--- src/rtl/hvirq_pkg.sv ---
package hvirq_pkg;

   // interrupt bit positions inside the machine enable/pending words
   localparam int unsigned SSI_BIT  = 1;
   localparam int unsigned VSSI_BIT = 2;
   localparam int unsigned STI_BIT  = 5;
   localparam int unsigned VSTI_BIT = 6;
   localparam int unsigned SEI_BIT  = 9;
   localparam int unsigned VSEI_BIT = 10;

   // bit groups, kept 16 bits wide and widened where used
   localparam logic [15:0] S_GROUP   = 16'h0222;
   localparam logic [15:0] VS_GROUP  = 16'h0444;
   localparam logic [15:0] SIP_WR    = 16'h0002;
   localparam logic [15:0] VSIP_WR   = 16'h0004;
   localparam logic [15:0] MIE_IMPL  = 16'h0666;
   localparam logic [15:0] MIP_STORE = 16'h0006;

   // CSR numbers whose decoding this block depends on
   localparam logic [11:0] A_SIE  = 12'h104;
   localparam logic [11:0] A_SIP  = 12'h144;
   localparam logic [11:0] A_VSIE = 12'h204;
   localparam logic [11:0] A_VSIP = 12'h244;

   typedef enum logic [1:0] {
      OP_READ  = 2'd0,
      OP_WRITE = 2'd1,
      OP_SET   = 2'd2,
      OP_CLEAR = 2'd3
   } csr_op_e;

   typedef enum logic [2:0] {
      TGT_NONE = 3'd0,
      TGT_SIE  = 3'd1,
      TGT_SIP  = 3'd2,
      TGT_VSIE = 3'd3,
      TGT_VSIP = 3'd4
   } alias_tgt_e;

endpackage

--- src/rtl/hvirq_op_expand.sv ---
module hvirq_op_expand #(
   parameter int unsigned XLEN = 64
) (
   input  logic                 valid,
   input  hvirq_pkg::csr_op_e   op,
   input  logic [XLEN-1:0]      wdata,
   output logic [XLEN-1:0]      mask,
   output logic [XLEN-1:0]      data
);
   import hvirq_pkg::*;

   always_comb begin
      mask = '0;
      data = '0;
      if (valid) begin
         unique case (op)
            OP_READ:  begin mask = '0;    data = '0;    end
            OP_WRITE: begin mask = '1;    data = wdata; end
            OP_SET:   begin mask = wdata; data = '1;    end
            OP_CLEAR: begin mask = wdata; data = '0;    end
            default:  begin mask = '0;    data = '0;    end
         endcase
      end
   end

endmodule

--- src/rtl/hvirq_alias_route.sv ---
module hvirq_alias_route #(
   parameter int unsigned XLEN   = 64,
   parameter int unsigned ADDR_W = 12
) (
   input  logic [ADDR_W-1:0]        addr,
   input  logic                     virt,
   input  logic [XLEN-1:0]          mask,
   input  logic [XLEN-1:0]          data,
   input  logic [XLEN-1:0]          mideleg,
   input  logic [XLEN-1:0]          hideleg,
   input  logic [XLEN-1:0]          mie_cur,
   input  logic [XLEN-1:0]          mip_cur,
   output hvirq_pkg::alias_tgt_e    tgt,
   output logic [XLEN-1:0]          mie_wmask,
   output logic [XLEN-1:0]          mie_wdata,
   output logic [XLEN-1:0]          mip_wmask,
   output logic [XLEN-1:0]          mip_wdata,
   output logic [XLEN-1:0]          rd_value
);
   import hvirq_pkg::*;

   localparam logic [XLEN-1:0] S_SET   = XLEN'(S_GROUP);
   localparam logic [XLEN-1:0] VS_SET  = XLEN'(VS_GROUP);
   localparam logic [XLEN-1:0] SIP_W   = XLEN'(SIP_WR);
   localparam logic [XLEN-1:0] VSIP_W  = XLEN'(VSIP_WR);

   always_comb begin
      tgt = TGT_NONE;
      if (addr == ADDR_W'(A_SIE))       tgt = virt ? TGT_VSIE : TGT_SIE;
      else if (addr == ADDR_W'(A_SIP))  tgt = virt ? TGT_VSIP : TGT_SIP;
      else if (addr == ADDR_W'(A_VSIE)) tgt = TGT_VSIE;
      else if (addr == ADDR_W'(A_VSIP)) tgt = TGT_VSIP;
   end

   always_comb begin
      mie_wmask = '0;
      mie_wdata = '0;
      mip_wmask = '0;
      mip_wdata = '0;
      rd_value  = '0;
      unique case (tgt)
         TGT_SIE: begin
            rd_value  = mie_cur & mideleg;
            mie_wmask = mask & S_SET;
            mie_wdata = data;
         end
         TGT_SIP: begin
            rd_value  = mip_cur & mideleg;
            mip_wmask = mask & mideleg & SIP_W;
            mip_wdata = data;
         end
         TGT_VSIE: begin
            rd_value  = (mie_cur & hideleg & VS_SET) >> 1;
            mie_wmask = (mask << 1) & hideleg & VS_SET;
            mie_wdata = data << 1;
         end
         TGT_VSIP: begin
            rd_value  = (mip_cur & VS_SET) >> 1;
            mip_wmask = (mask << 1) & hideleg & VSIP_W;
            mip_wdata = data << 1;
         end
         default: ;
      endcase
   end

endmodule

--- src/rtl/hvirq_bit_store.sv ---
module hvirq_bit_store #(
   parameter int unsigned     XLEN = 64,
   parameter logic [XLEN-1:0] IMPL = '0
) (
   input  logic            clk,
   input  logic            rst_n,
   input  logic [XLEN-1:0] wmask,
   input  logic [XLEN-1:0] wdata,
   output logic [XLEN-1:0] q
);

   for (genvar b = 0; b < XLEN; b++) begin : g_bit
      if (IMPL[b]) begin : g_flop
         logic bit_q;
         always_ff @(posedge clk or negedge rst_n) begin
            if (!rst_n)        bit_q <= 1'b0;
            else if (wmask[b]) bit_q <= wdata[b];
         end
         assign q[b] = bit_q;
      end else begin : g_tie
         assign q[b] = 1'b0;
      end
   end

   // bits outside the applied mask never move
   held_bits_chk: assert property (@(posedge clk) disable iff (!rst_n)
      ((q ^ $past(q)) & ~$past(wmask)) == '0);

endmodule

--- src/rtl/hvirq_csr_alias.sv ---
module hvirq_csr_alias #(
   parameter int unsigned XLEN   = 64,
   parameter int unsigned ADDR_W = 12
) (
   input  logic              clk,
   input  logic              rst_n,
   input  logic              req_valid,
   input  logic [ADDR_W-1:0] req_addr,
   input  logic [1:0]        req_op,
   input  logic [XLEN-1:0]   req_wdata,
   input  logic              virt_mode,
   input  logic [XLEN-1:0]   mideleg,
   input  logic [XLEN-1:0]   hideleg,
   input  logic              vs_timer_irq,
   input  logic              vs_ext_irq,
   output logic [XLEN-1:0]   rdata,
   output logic              rvalid,
   output logic [XLEN-1:0]   mie_q,
   output logic [XLEN-1:0]   mip_q
);
   import hvirq_pkg::*;

   if (XLEN < 16) begin : g_bad_xlen
      $error("hvirq_csr_alias: XLEN must cover bit 10 and the group masks");
   end
   if (ADDR_W < 10) begin : g_bad_aw
      $error("hvirq_csr_alias: ADDR_W too narrow for the CSR numbers");
   end

   localparam logic [XLEN-1:0] S_SET  = XLEN'(S_GROUP);
   localparam logic [XLEN-1:0] VS_SET = XLEN'(VS_GROUP);

   logic [XLEN-1:0] op_mask, op_data;
   logic [XLEN-1:0] mie_wmask, mie_wdata, mip_wmask, mip_wdata, rd_value;
   logic [XLEN-1:0] mip_sw, mip_hw;
   alias_tgt_e      tgt;
   logic            rd_vs_q;

   hvirq_op_expand #(.XLEN(XLEN)) u_op (
      .valid (req_valid),
      .op    (csr_op_e'(req_op)),
      .wdata (req_wdata),
      .mask  (op_mask),
      .data  (op_data)
   );

   assign mip_hw = (XLEN'(vs_timer_irq) << VSTI_BIT) | (XLEN'(vs_ext_irq) << VSEI_BIT);
   assign mip_q  = mip_sw | mip_hw;

   hvirq_alias_route #(.XLEN(XLEN), .ADDR_W(ADDR_W)) u_route (
      .addr      (req_addr),
      .virt      (virt_mode),
      .mask      (op_mask),
      .data      (op_data),
      .mideleg   (mideleg),
      .hideleg   (hideleg),
      .mie_cur   (mie_q),
      .mip_cur   (mip_q),
      .tgt       (tgt),
      .mie_wmask (mie_wmask),
      .mie_wdata (mie_wdata),
      .mip_wmask (mip_wmask),
      .mip_wdata (mip_wdata),
      .rd_value  (rd_value)
   );

   hvirq_bit_store #(.XLEN(XLEN), .IMPL(XLEN'(MIE_IMPL))) u_mie (
      .clk   (clk),
      .rst_n (rst_n),
      .wmask (mie_wmask),
      .wdata (mie_wdata),
      .q     (mie_q)
   );

   hvirq_bit_store #(.XLEN(XLEN), .IMPL(XLEN'(MIP_STORE))) u_mip (
      .clk   (clk),
      .rst_n (rst_n),
      .wmask (mip_wmask),
      .wdata (mip_wdata),
      .q     (mip_sw)
   );

   always_ff @(posedge clk or negedge rst_n) begin
      if (!rst_n) begin
         rdata   <= '0;
         rvalid  <= 1'b0;
         rd_vs_q <= 1'b0;
      end else begin
         rdata   <= req_valid ? rd_value : '0;
         rvalid  <= req_valid;
         rd_vs_q <= req_valid && (tgt == TGT_VSIE || tgt == TGT_VSIP);
      end
   end


   rvalid_follow_chk: assert property (@(posedge clk) disable iff (!rst_n)
      req_valid |=> rvalid);

   rvalid_idle_chk: assert property (@(posedge clk) disable iff (!rst_n)
      !req_valid |=> !rvalid);

   vs_read_pos_chk: assert property (@(posedge clk) disable iff (!rst_n)
      (rvalid && rd_vs_q) |-> ((rdata & ~S_SET) == '0));

   vsie_gate_chk: assert property (@(posedge clk) disable iff (!rst_n)
      (req_valid && tgt == TGT_VSIE) |=>
      (((mie_q ^ $past(mie_q)) & ~($past(hideleg) & VS_SET)) == '0));

   vsip_gate_chk: assert property (@(posedge clk) disable iff (!rst_n)
      (req_valid && tgt == TGT_VSIP && !hideleg[VSSI_BIT]) |=> $stable(mip_sw));

   unmapped_chk: assert property (@(posedge clk) disable iff (!rst_n)
      (req_valid && tgt == TGT_NONE) |=> (rdata == '0 && $stable(mie_q) && $stable(mip_sw)));

endmodule

--- config.mk ---
export PLATFORM = sky130hd
export DESIGN_NAME = hvirq_csr_alias
export DESIGN_NICKNAME = d
export VERILOG_FILES = /design/src/rtl/hvirq_pkg.sv /design/src/rtl/hvirq_op_expand.sv /design/src/rtl/hvirq_alias_route.sv /design/src/rtl/hvirq_bit_store.sv /design/src/rtl/hvirq_csr_alias.sv
export SDC_FILE = /design/constraint.sdc
export NUM_CORES = 1
export LEC_CHECK = 0
export CORE_AREA = 2 2 156 158
export DETAILED_ROUTE_END_ITERATION = 8
export DIE_AREA = 0 0 158 160
export DONT_BUFFER_PORTS = 1
export PLACE_DENSITY = 0.3
export SETUP_SLACK_MARGIN = 0.4
export SKIP_LAST_GASP = 1
export SYNTH_ARGS = -nofsm -noshare
export SYNTH_HDL_FRONTEND = slang
export SYNTH_SLANG_ARGS = --single-unit
--- constraint.sdc ---
create_clock -name clk -period 2.5 [get_ports clk]
set_input_delay 0 -clock clk [delete_from_list [all_inputs] [get_ports clk]]
set_output_delay 0 -clock clk [all_outputs]
set_load 0.1 [all_outputs]
== Word-level counts from Yosys, hierarchy flattened ==
Index checks and enable logic that the tools add are counted.

* Output and inout bits: 193
* Input bits: 212
* Word-level logic and storage cells: 47
* Register bits after elaboration: 73

* Bitwise operators: 7
* Multiplexer cells: 16
* Reductions and logical operators: 3
* Equal/unequal tests: 11

{| class="wikitable"
|+ Operators by type and width
! cell !! number
|-
| one-hot mux 64 bit (4 select lines) || 1
|-
| bitwise AND 11 x 64 -> 64 bit || 2
|-
| 2-to-1 mux 64 bit || 1
|-
| one-hot mux 11 bit (2 select lines) || 2
|-
| one-hot mux 11 bit (3 select lines) || 1
|-
| one-hot mux 10 bit (3 select lines) || 1
|-
| equality test 12 x 10 -> 1 bit (second input constant) || 2
|-
| equality test 12 x 9 -> 1 bit (second input constant) || 2
|-
| bitwise AND 11 bit || 2
|-
| 2-to-1 mux 3 bit || 5
|-
| one-hot mux 3 bit (2 select lines) || 2
|-
| 2-to-1 mux 11 bit || 1
|-
| bitwise OR 3 x 11 -> 11 bit || 1
|-
| bitwise OR 7 x 11 -> 11 bit || 1
|-
| 2-to-1 mux 10 bit || 1
|-
| equality test 3 x 2 -> 1 bit (second input constant) || 2
|-
| equality test 2 bit (second input constant) || 2
|-
| OR reduction 2 bit || 2
|-
| equality test 3 x 1 -> 1 bit (second input constant) || 1
|-
| equality test 3 bit (second input constant) || 1
|-
| bitwise AND 2 bit || 1
|-
| equality test 2 x 1 -> 1 bit (second input constant) || 1
|-
| zero test 2 bit || 1
|-
| 2-to-1 mux 2 bit || 1
|}

== Longest topological paths before layout ==
Gate-level depths: netlist of the first run.

* Depth in word-level cells: 8
* Mapped depth: 6
* Gate-level depth less buffers: 4

== Modules after synthesis ==
Synthesis of the first run repeated with hierarchy kept, for this count alone.

* Cells, all modules: 1036
* Area total of the unflattened synthesis: 8567.0 µm²

{| class="wikitable"
|+ By module, submodules not included
! module !! area an instance (µm²) !! instances !! sequential area each (µm²) !! cells each
|-
| hvirq_alias_route || 3597.2 || 1 || 0.0 || 454
|-
| hvirq_csr_alias || 2149.6 || 1 || 1626.6 || 137
|-
| hvirq_op_expand || 1531.5 || 1 || 0.0 || 299
|-
| hvirq_bit_store at u_mie || 724.4 || 1 || 150.1 || 77
|-
| hvirq_bit_store at u_mip || 564.3 || 1 || 50.0 || 69
|}

== Worst setup path before layout of the first run ==
No wires, ideal clock.

* Kind: input to register
* Start point: in req_op[1]
* End point: reg u_mip.g_bit[1].g_flop.bit_q
* Setup slack: 1303 ps
* Data required time: 2375 ps
* Buffers on the path: 2
* Arrival: 1072 ps
* Setup time: 125 ps
* Stages on the path: 6
* Path through: clkbuf_2 > nor2b_1 > buf_2 > o21ai_0 > nor4_1 > mux2_2

* Word-level cells in the longest chain between the ends: 6
* Elaborated cells between the ends (all ways): 13
* Those cells by class: eq/ne (3); mux (6); bitwise (1); reduce/logical (3)

{| class="wikitable"
|+ Ends and longest elaborated chain
! what !! RTL line !! source
|-
| start: declaration || hvirq_csr_alias.sv:9 || <nowiki>input logic [1:0] req_op,</nowiki>
|-
| equality test 2 bit || hvirq_op_expand.sv:16 || <nowiki>unique case (op)</nowiki>
|-
| OR reduction 2 bit (no line) || - ||
|-
| one-hot mux 10 bit (3 select lines) || hvirq_op_expand.sv:16 ||
|-
| 2-to-1 mux 10 bit || hvirq_op_expand.sv:15 || <nowiki>if (valid) begin</nowiki>
|-
| bitwise AND 2 bit || hvirq_alias_route.sv:49 || <nowiki>mip_wmask = mask & mideleg & SIP_W;</nowiki>
|-
| one-hot mux 3 bit (2 select lines) || hvirq_alias_route.sv:41 || <nowiki>unique case (tgt)</nowiki>
|-
| end signal: assignment || hvirq_bit_store.sv:17 || <nowiki>else if (wmask[b]) bit_q <= wdata[b];</nowiki>
|-
| end: declaration || hvirq_bit_store.sv:14 || <nowiki>logic bit_q;</nowiki>
|}

Several ways; a longest one is shown, not always the timed one.
A chain may end at the register's enable or synchronous reset.

== Worst setup path in the final report of the first run ==
* Start point: in req_addr[4]
* End point: reg rdata[2]

* Word-level cells in the longest chain between the ends: 8
* Elaborated cells between the ends (all ways): 14
* Those cells by class: eq/ne (8); mux (6)

{| class="wikitable"
|+ Ends and longest elaborated chain
! what !! RTL line !! source
|-
| start: declaration || hvirq_csr_alias.sv:8 || <nowiki>input logic [ADDR_W-1:0] req_addr,</nowiki>
|-
| equality test 12 x 10 -> 1 bit || hvirq_alias_route.sv:32 || <nowiki>else if (addr == ADDR_W'(A_VSIP)) tgt = TGT_VSIP;</nowiki>
|-
| 2-to-1 mux 3 bit || hvirq_alias_route.sv:32 ||
|-
| 2-to-1 mux 3 bit || hvirq_alias_route.sv:31 || <nowiki>else if (addr == ADDR_W'(A_VSIE)) tgt = TGT_VSIE;</nowiki>
|-
| 2-to-1 mux 3 bit || hvirq_alias_route.sv:30 || <nowiki>else if (addr == ADDR_W'(A_SIP)) tgt = virt ? TGT_VSIP : TGT_SIP;</nowiki>
|-
| 2-to-1 mux 3 bit (*) || hvirq_alias_route.sv:29 || <nowiki>if (addr == ADDR_W'(A_SIE)) tgt = virt ? TGT_VSIE : TGT_SIE;</nowiki>
|-
| equality test 3 bit (tied with other cells) || hvirq_alias_route.sv:41 ||
|-
| one-hot mux 64 bit (4 select lines) (*) || hvirq_alias_route.sv:41 ||
|-
| 2-to-1 mux 64 bit (*) || hvirq_csr_alias.sv:89 || <nowiki>rdata <= req_valid ? rd_value : '0;</nowiki>
|-
| end signal: assignment || hvirq_csr_alias.sv:89 ||
|-
| end: declaration || hvirq_csr_alias.sv:16 || <nowiki>output logic [XLEN-1:0] rdata,</nowiki>
|}

Every way passes the cells marked *; elsewhere a longest branch is shown, timed or not.

==> metrics.csv, run 1 <==
metric;value;unit
status;complete, but fails checks;
failing checks;hold timing;
critical-path cell list;nor4_4 -> and2_2 -> nand4_1 -> a211oi_1 -> dlygate4sd3_1;
Hold Vio Cnt, Final;1;
die width;158;um
Post-Syn Instances;292;
Hold Crit Start;req_addr[6];
FF-to-FF setup slack;930;ps
CP max stage cell;dlygate4sd3_1;
min Tclk post-route;1650;ps
dpl ws;956;ps
Non-Filler Instances;626;
Int Pwr;485;uW
Clk pwr share;18.0;%
critical path type;input port to register;
leading area contributor after synthesis;buf_4;
CP Capture Type;register;
Root Buffer;clkbuf_16;
initial antenna violation count;1;
yosys warns;0;
Lkg Pwr;1.09;nW
post-cts resize count;0;
TritonCTS clock tree;yes;
Area growth syn-to-layout;-3.80;%
DRC Markers;0;
Worst-path clk slew;50;ps
fin worst setup slack;854;ps
GRT overflow;0;
Slowest Stage Delay on Critical Path;570;ps
Slew HR;42.2;%
Site Rows;57;
Main synth FF type;dfrtp_1;
hold path depth;3;
CTS HTree Levels;1;
area fraction of the dominant cell type after synthesis;59.3;%
Post-synth EDFFs;0;
Tot GR Track Use;3.43;%
distinct cell type count after synthesis;34;
fin util;9.57;%
starting density of the core;9.94;%
IO Count;405;
via count;1320;
drt initial violations;27;
hold endpoint;rdata[1];
die footprint;0.0253;mm2
final setup fails;0;
FMAX;607;MHz
Flop pwr share;14.1;%
Fin Setup TNS;0;ps
Worst R2R End;rdata[2];
post-synthesis sequential area ratio;15.8;%
register area;375;um2
GPL Wtd Cong;0.656;
Die Height;160;um
Inserted Clock Buffers;3;
Worst Tran Pin Value;868;ps
first-pass GRT wire length;6.41;mm
most frequent cells in the layout;176 x conb_1, 15 x dfrtp_1, 12 x dlygate4sd3_1, 9 x buf_4;
Hold Slack;-2.71;ps
Max Cap Viol;0;
FFs w/ async S/R, synth;100;%
Worst setup SP type;input port;
reg2reg path depth;4;
worst skew pair latency;250;ps
Filler Cell Count;2820;
maximum VDD drop;0.193;mV
mean area per synthesized cell;8.11;um2
most common cell after layout, fill and taps aside;conb_1;
1st-pass router iterations;4;
Detailed Route WL;4.98;mm
min-delay worst type;input port to register;
crit share post-route;65.9;%
ANT nets after route;0;
pin count of the biggest net entering global routing;16;
Synth Cell Area;0.00237;mm2
multi-input gate area in the final layout;0.00121;mm2
Core ar.;0.0238;mm2
NetSw;1.29;mW
port bufs;0;
biggest fanout along the worst timing path;6;
Area contributors post-synth;buf_4 59%, dfrtp_1 16%, mux2_1 1.9%;
Comb pwr share;67.9;%
sw frac;72.7;%
r2r startpoint;u_mip.g_bit[2].g_flop.bit_q;
vias per cell;2.11;
Required @ worst endpoint;2680;ps
wire length per cell;7.95;um
Clock Path Buffers;2;
Worst Path Arrival;1830;ps
Final #Nets;514;
fraction of final layout cells sized beyond drive strength 1;7.64;%
HPWL reported at the end of detailed placement;4.19;mm
vias in the first global route;954;
Slew Viols, Final;0;
Worst Clk Skew;0.987;ps
clock sinks;15;
placed cell count;609;
P per Cell Area;778;mW/mm2
flop and latch count out of synthesis;15;
Hold Buf Count CTS;12;
post-CTS setup buffers;0;
RSZ-0062 raised after global routing;false;
[synthesized netlist by cell type (2+ instances only)]
library cell and n:
nor2_1 3, nand2_1 8, mux2_2 3, nand4_1 5, o21ai_0 6, inv_1 4
nor4_1 5, a211oi_1 3, nor3b_2 2, dfrtp_1 15, and3b_1 3, xnor2_1 2
a21oi_1 8, a41oi_1 4, mux2_1 4, nor2b_1 4, or3_1 2, nand3_1 4
buf_4 187, nand2b_1 2, buf_2 2, and2_1 4
[through the flow]
| stage | hold slack (ps) | instance area [um2] | total power, mW |
|---|---|---|---|
| 2_1_floorplan | -296 | 3030 | 1.66 |
| 3_3_place_gp | -295 | 2080 | 1.43 |
| 4_1_cts | 1.31 | 2280 | 1.77 |
| 6_report | -2.71 | 2280 | 1.77 |
| 5_1_grt | 0.236 | 2280 | 1.82 |
| 3_5_place_dp | -295 | 2080 | 1.43 |
[worst max-delay path, delay by kind of cell]
| family | cells | cell delay, ps |
|---|---|---|
| compound gates | 1 | 250 |
| simple gates | 3 | 1000 |
| buf+inv | 1 | 570 |
[logic make-up after synthesis]
group	Yosys count	synth area share, %
other cells	1	0.158
xor+xnor	3	1.11
simple gates	49	13.3
mux	7	3.33
compound gates	22	5.60
flops	15	15.8
buf+inv	195	60.7
[worst max path at each step]
stage	startpoint	to	depth (start not counted)
floorplan	req_op[1]	u_mip.g_bit[1].g_flop.bit_q	6
global placement	req_addr[4]	u_mip.g_bit[2].g_flop.bit_q	4
detailed placement	req_addr[4]	u_mip.g_bit[2].g_flop.bit_q	4
CTS	req_addr[4]	rdata[2]	5
global route	req_addr[4]	rdata[6]	5
finish	req_addr[4]	rdata[2]	5
[per-layer routing]
layer / vias to the layer above / GRT usage [%] / part of all wire (%)
met5: - / 0 / 0
met4: 0 / 0.737 / 0.38
met3: 2 / 1.76 / 18
met2: 122 / 5.14 / 42
met1: 590 / 4.38 / 39
li1: 606 / - / -
[sequential cells by signal, summed over array words and instances (netlist names)]
register                  cells
rdata                         6
u_mip.g_bit.g_flop.bit_q      2
u_mie.g_bit.g_flop.bit_q      6
rvalid                        1
[power groups by stage]
stage	clock [mW]	sequential, mW	combinational [mW]
3_3_place_gp	0	0.255	1.18
2_1_floorplan	0	0.255	1.41
5_1_grt	0.346	0.250	1.22
3_5_place_dp	0	0.255	1.18
6_report	0.319	0.250	1.20
4_1_cts	0.326	0.250	1.20
[area by class of cell]
| cell class | count | area share, % |
|---|---|---|
| clock inverters | 1 | 0.220 |
| multi-input cells | 257 | 53.2 |
| repair buffers | 21 | 8.24 |
| flip-flops and latches | 15 | 16.5 |
| well taps | 324 | 17.8 |
| inverters | 4 | 0.659 |
| clock buffers | 3 | 3.29 |
| diodes | 1 | 0.110 |
Note: power is estimated with default switching activity, not from simulation.
==> inputs of run 2 (changes only) <==
- CORE_AREA: 2 2 156 158 -> 2 2 157 159
- DIE_AREA: 0 0 158 160 -> 0 0 159 161
- clock period: 2.5 -> 1.4 ns (I/O delays scaled with it)
==> run 2 against run 1 <==
Against the previous run:
- the flow now finishes without violations
- core utilization rose by 1.3 points
- clock power increased by 76%
- via count increased by 6.3%
- non-clock buffer count up 21
- critical path type is now register to register
- highest routed layer is now met5
- final area increased by 14%
- total power up 81%
- final cell count increased by 3.2%
- first-iteration DRC count increased by 3.7%
- register-to-register slack worse by 600 ps
- largest power group unchanged
- sequential power up 75%
- sequential cell count stayed put
- die area is 1.3% higher
==> metrics.csv, run 2 (same netlist as run 1, synthesis figures left out) <==
metric;value;unit;change
maximum VDD drop;0.347;mV;was 0.193 mV
HPWL reported at the end of detailed placement;4.70;mm;was 4.19 mm
dpl ws;-12.9;ps;was 956 ps
Non-Filler Instances;646;;was 626
Inserted Clock Buffers;3;;unchanged
ANT nets after route;0;;unchanged
Core ar.;0.0240;mm2;was 0.0238 mm2
die width;159;um;was 158 um
starting density of the core;9.88;%;was 9.94%
min-delay worst type;input port to primary output;;was input port to register
Hold Crit Start;vs_timer_irq;;was req_addr[6]
Slew HR;49.9;%;was 42.2%
vias per cell;2.17;;was 2.11
reg2reg path depth;4;;unchanged
Lkg Pwr;1.25;nW;was 1.09 nW
FMAX;934;MHz;
met2 wire len;2.40;mm;was 2.11 mm
Detailed Route WL;5.65;mm;was 4.98 mm
Worst-path clk slew;50;ps;about the same
drt initial violations;28;;was 27
met3 wire len;840;um;was 906 um
Area growth syn-to-layout;10.1;%;was -3.80%
min Tclk post-route;1070;ps;
via count;1403;;was 1320
Filler Cell Count;2829;;was 2820
CTS HTree Levels;1;;unchanged
Required @ worst endpoint;1570;ps;was 2680 ps
final setup fails;0;;unchanged
clock sinks;15;;unchanged
n_diodes;0;;was 1
DRC Markers;0;;unchanged
Clock Path Buffers;2;;unchanged
pin count of the biggest net entering global routing;16;;unchanged
P per Cell Area;1230;mW/mm2;was 778 mW/mm2
Comb pwr share;68.8;%;was 67.9%
status;finished clean;;was complete, but fails checks
Flop pwr share;13.6;%;was 14.1%
Max Used Layer;met5;;was met4
crit share post-route;76.5;%;
NetSw;2.31;mW;was 1.29 mW
Worst Tran Pin Value;749;ps;was 868 ps
Clk pwr share;17.5;%;was 18.0%
wire length on met1;2.36;mm;was 1.94 mm
Site Rows;57;;unchanged
hold path depth;0;;was 3
biggest registers after layout;rdata: 6 flops, u_mie.g_bit.g_flop.bit_q: 6 flops, u_mip.g_bit.g_flop.bit_q: 2 flops;;unchanged
Hold Slack;0.0451;ps;was -2.71 ps
register area;375;um2;unchanged
wire length per cell;8.74;um;was 7.95 um
RSZ-0062 raised after global routing;true;;was false
critical path type;register to register;;was input port to register
multi-input gate area in the final layout;0.00137;mm2;was 0.00121 mm2
Max Cap Viol;0;;unchanged
Worst R2R End;rdata[9];;was rdata[2]
sw frac;72.2;%;was 72.7%
Root Buffer;clkbuf_16;;unchanged
Final #Nets;535;;was 514
worst skew pair latency;240;ps;was 250 ps
fraction of final layout cells sized beyond drive strength 1;17.7;%;was 7.64%
first-pass GRT wire length;7.55;mm;was 6.41 mm
Slew Viols, Final;0;;unchanged
Worst Path Arrival;1250;ps;was 1830 ps
die footprint;0.0256;mm2;was 0.0253 mm2
GRT overflow;0;;unchanged
fin worst setup slack;329;ps;was 854 ps
Int Pwr;891;uW;was 485 uW
most frequent cells in the layout;176 x conb_1, 26 x buf_4, 15 x dfrtp_1, 13 x dlygate4sd3_1, 7 x nand2_1;;was 176 x conb_1, 15 x dfrtp_1, 12 x dlygate4sd3_1, 9 x buf_4
initial antenna violation count;1;;unchanged
Tot GR Track Use;3.99;%;was 3.43%
FF-to-FF setup slack;330;ps;was 930 ps
hold endpoint;mip_q[6];;was rdata[1]
biggest fanout along the worst timing path;3;;was 6
r2r startpoint;u_mie.g_bit[10].g_flop.bit_q;;was u_mip.g_bit[2].g_flop.bit_q
Hold Vio Cnt, Final;0;;was 1
placed cell count;624;;was 609
vias in the first global route;1088;;was 954
most common cell after layout, fill and taps aside;conb_1;;unchanged
Worst setup SP type;register;;was input port
TritonCTS clock tree;yes;;unchanged
GPL Wtd Cong;0.639;;was 0.656
CP Capture Type;register;;unchanged
Worst Clk Skew;0.404;ps;was 0.987 ps
DP Area;0.00219;mm2;was 0.00208 mm2
port bufs;0;;unchanged
IO Count;405;;unchanged
Die Height;161;um;was 160 um
Fin Setup TNS;0;ps;unchanged
1st-pass router iterations;4;;unchanged
final instance area;0.00261;mm2;was 0.00228 mm2
run 2: cell types whose count changed in the layout (fill, tap and decap cells not counted), moves of 3 or more:
cell	change
o21ai_0	-3
buf_4	+17
mux2_4	+5
nor4_1	-5
mux2_2	-3
nor4_4	+5
run 2: critical path, cell delays in order (launching register included):
cell and delay, ps:
dfrtp_1 370, and3b_1 170, a21oi_1 40, or3_1 310, a21oi_2 120
run 2: metal layers:
metal  global-route usage, %  up-vias
met4                   0.868        2
met5                       0        -
met1                    5.63      629
met2                    5.53      121
met3                    1.77        4
li1                        -      647
run 2: repair_timing:
action                     in CTS  in global routing
hold endpoints to repair       24                  0
hold buffers                   13                  0
gates resized for setup        17                 17
buffers inserted                2                  3
pin swaps                       6                  1
setup endpoints to repair       9                 16
run 2: cell type report:
| type | instances | share of cell area, % |
|---|---|---|
| Clock buffer | 4 | 3.02 |
| Multi-Input combinational cell | 257 | 52.4 |
| Tap cell | 324 | 15.5 |
| Inverter | 4 | 0.576 |
| Timing Repair Buffer | 42 | 14.1 |
| Sequential cell | 15 | 14.4 |
run 2: stage by stage:
stage,util [%],total power [mW]
after floorplan,-,2.97
after global placement,9.15,2.57
after detailed placement,9.15,2.57
after CTS,10.5,3.21
after global routing,10.9,3.28
final,10.9,3.20
run 2: how the worst max path moves through the flow:
stage / from / end / slack, ps / depth (start not counted)
after floorplan: req_op[1] / u_mip.g_bit[1].g_flop.bit_q / 210 / 6
after global placement: req_addr[4] / u_mip.g_bit[2].g_flop.bit_q / -20 / 5
after detailed placement: req_addr[4] / u_mip.g_bit[2].g_flop.bit_q / -10 / 5
after CTS: u_mie.g_bit[6].g_flop.bit_q / rdata[5] / 330 / 4
after global routing: u_mie.g_bit[10].g_flop.bit_q / rdata[9] / 250 / 4
final: u_mie.g_bit[10].g_flop.bit_q / rdata[9] / 330 / 4
run 2: power groups by stage:
| stage | logic, mW | clock network (mW) | registers (mW) |
|---|---|---|---|
| after floorplan | 2.52 | 0 | 0.455 |
| after global placement | 2.13 | 0 | 0.444 |
| after detailed placement | 2.13 | 0 | 0.444 |
| after CTS | 2.19 | 0.585 | 0.436 |
| after global routing | 2.24 | 0.603 | 0.436 |
| final | 2.21 | 0.561 | 0.437 |
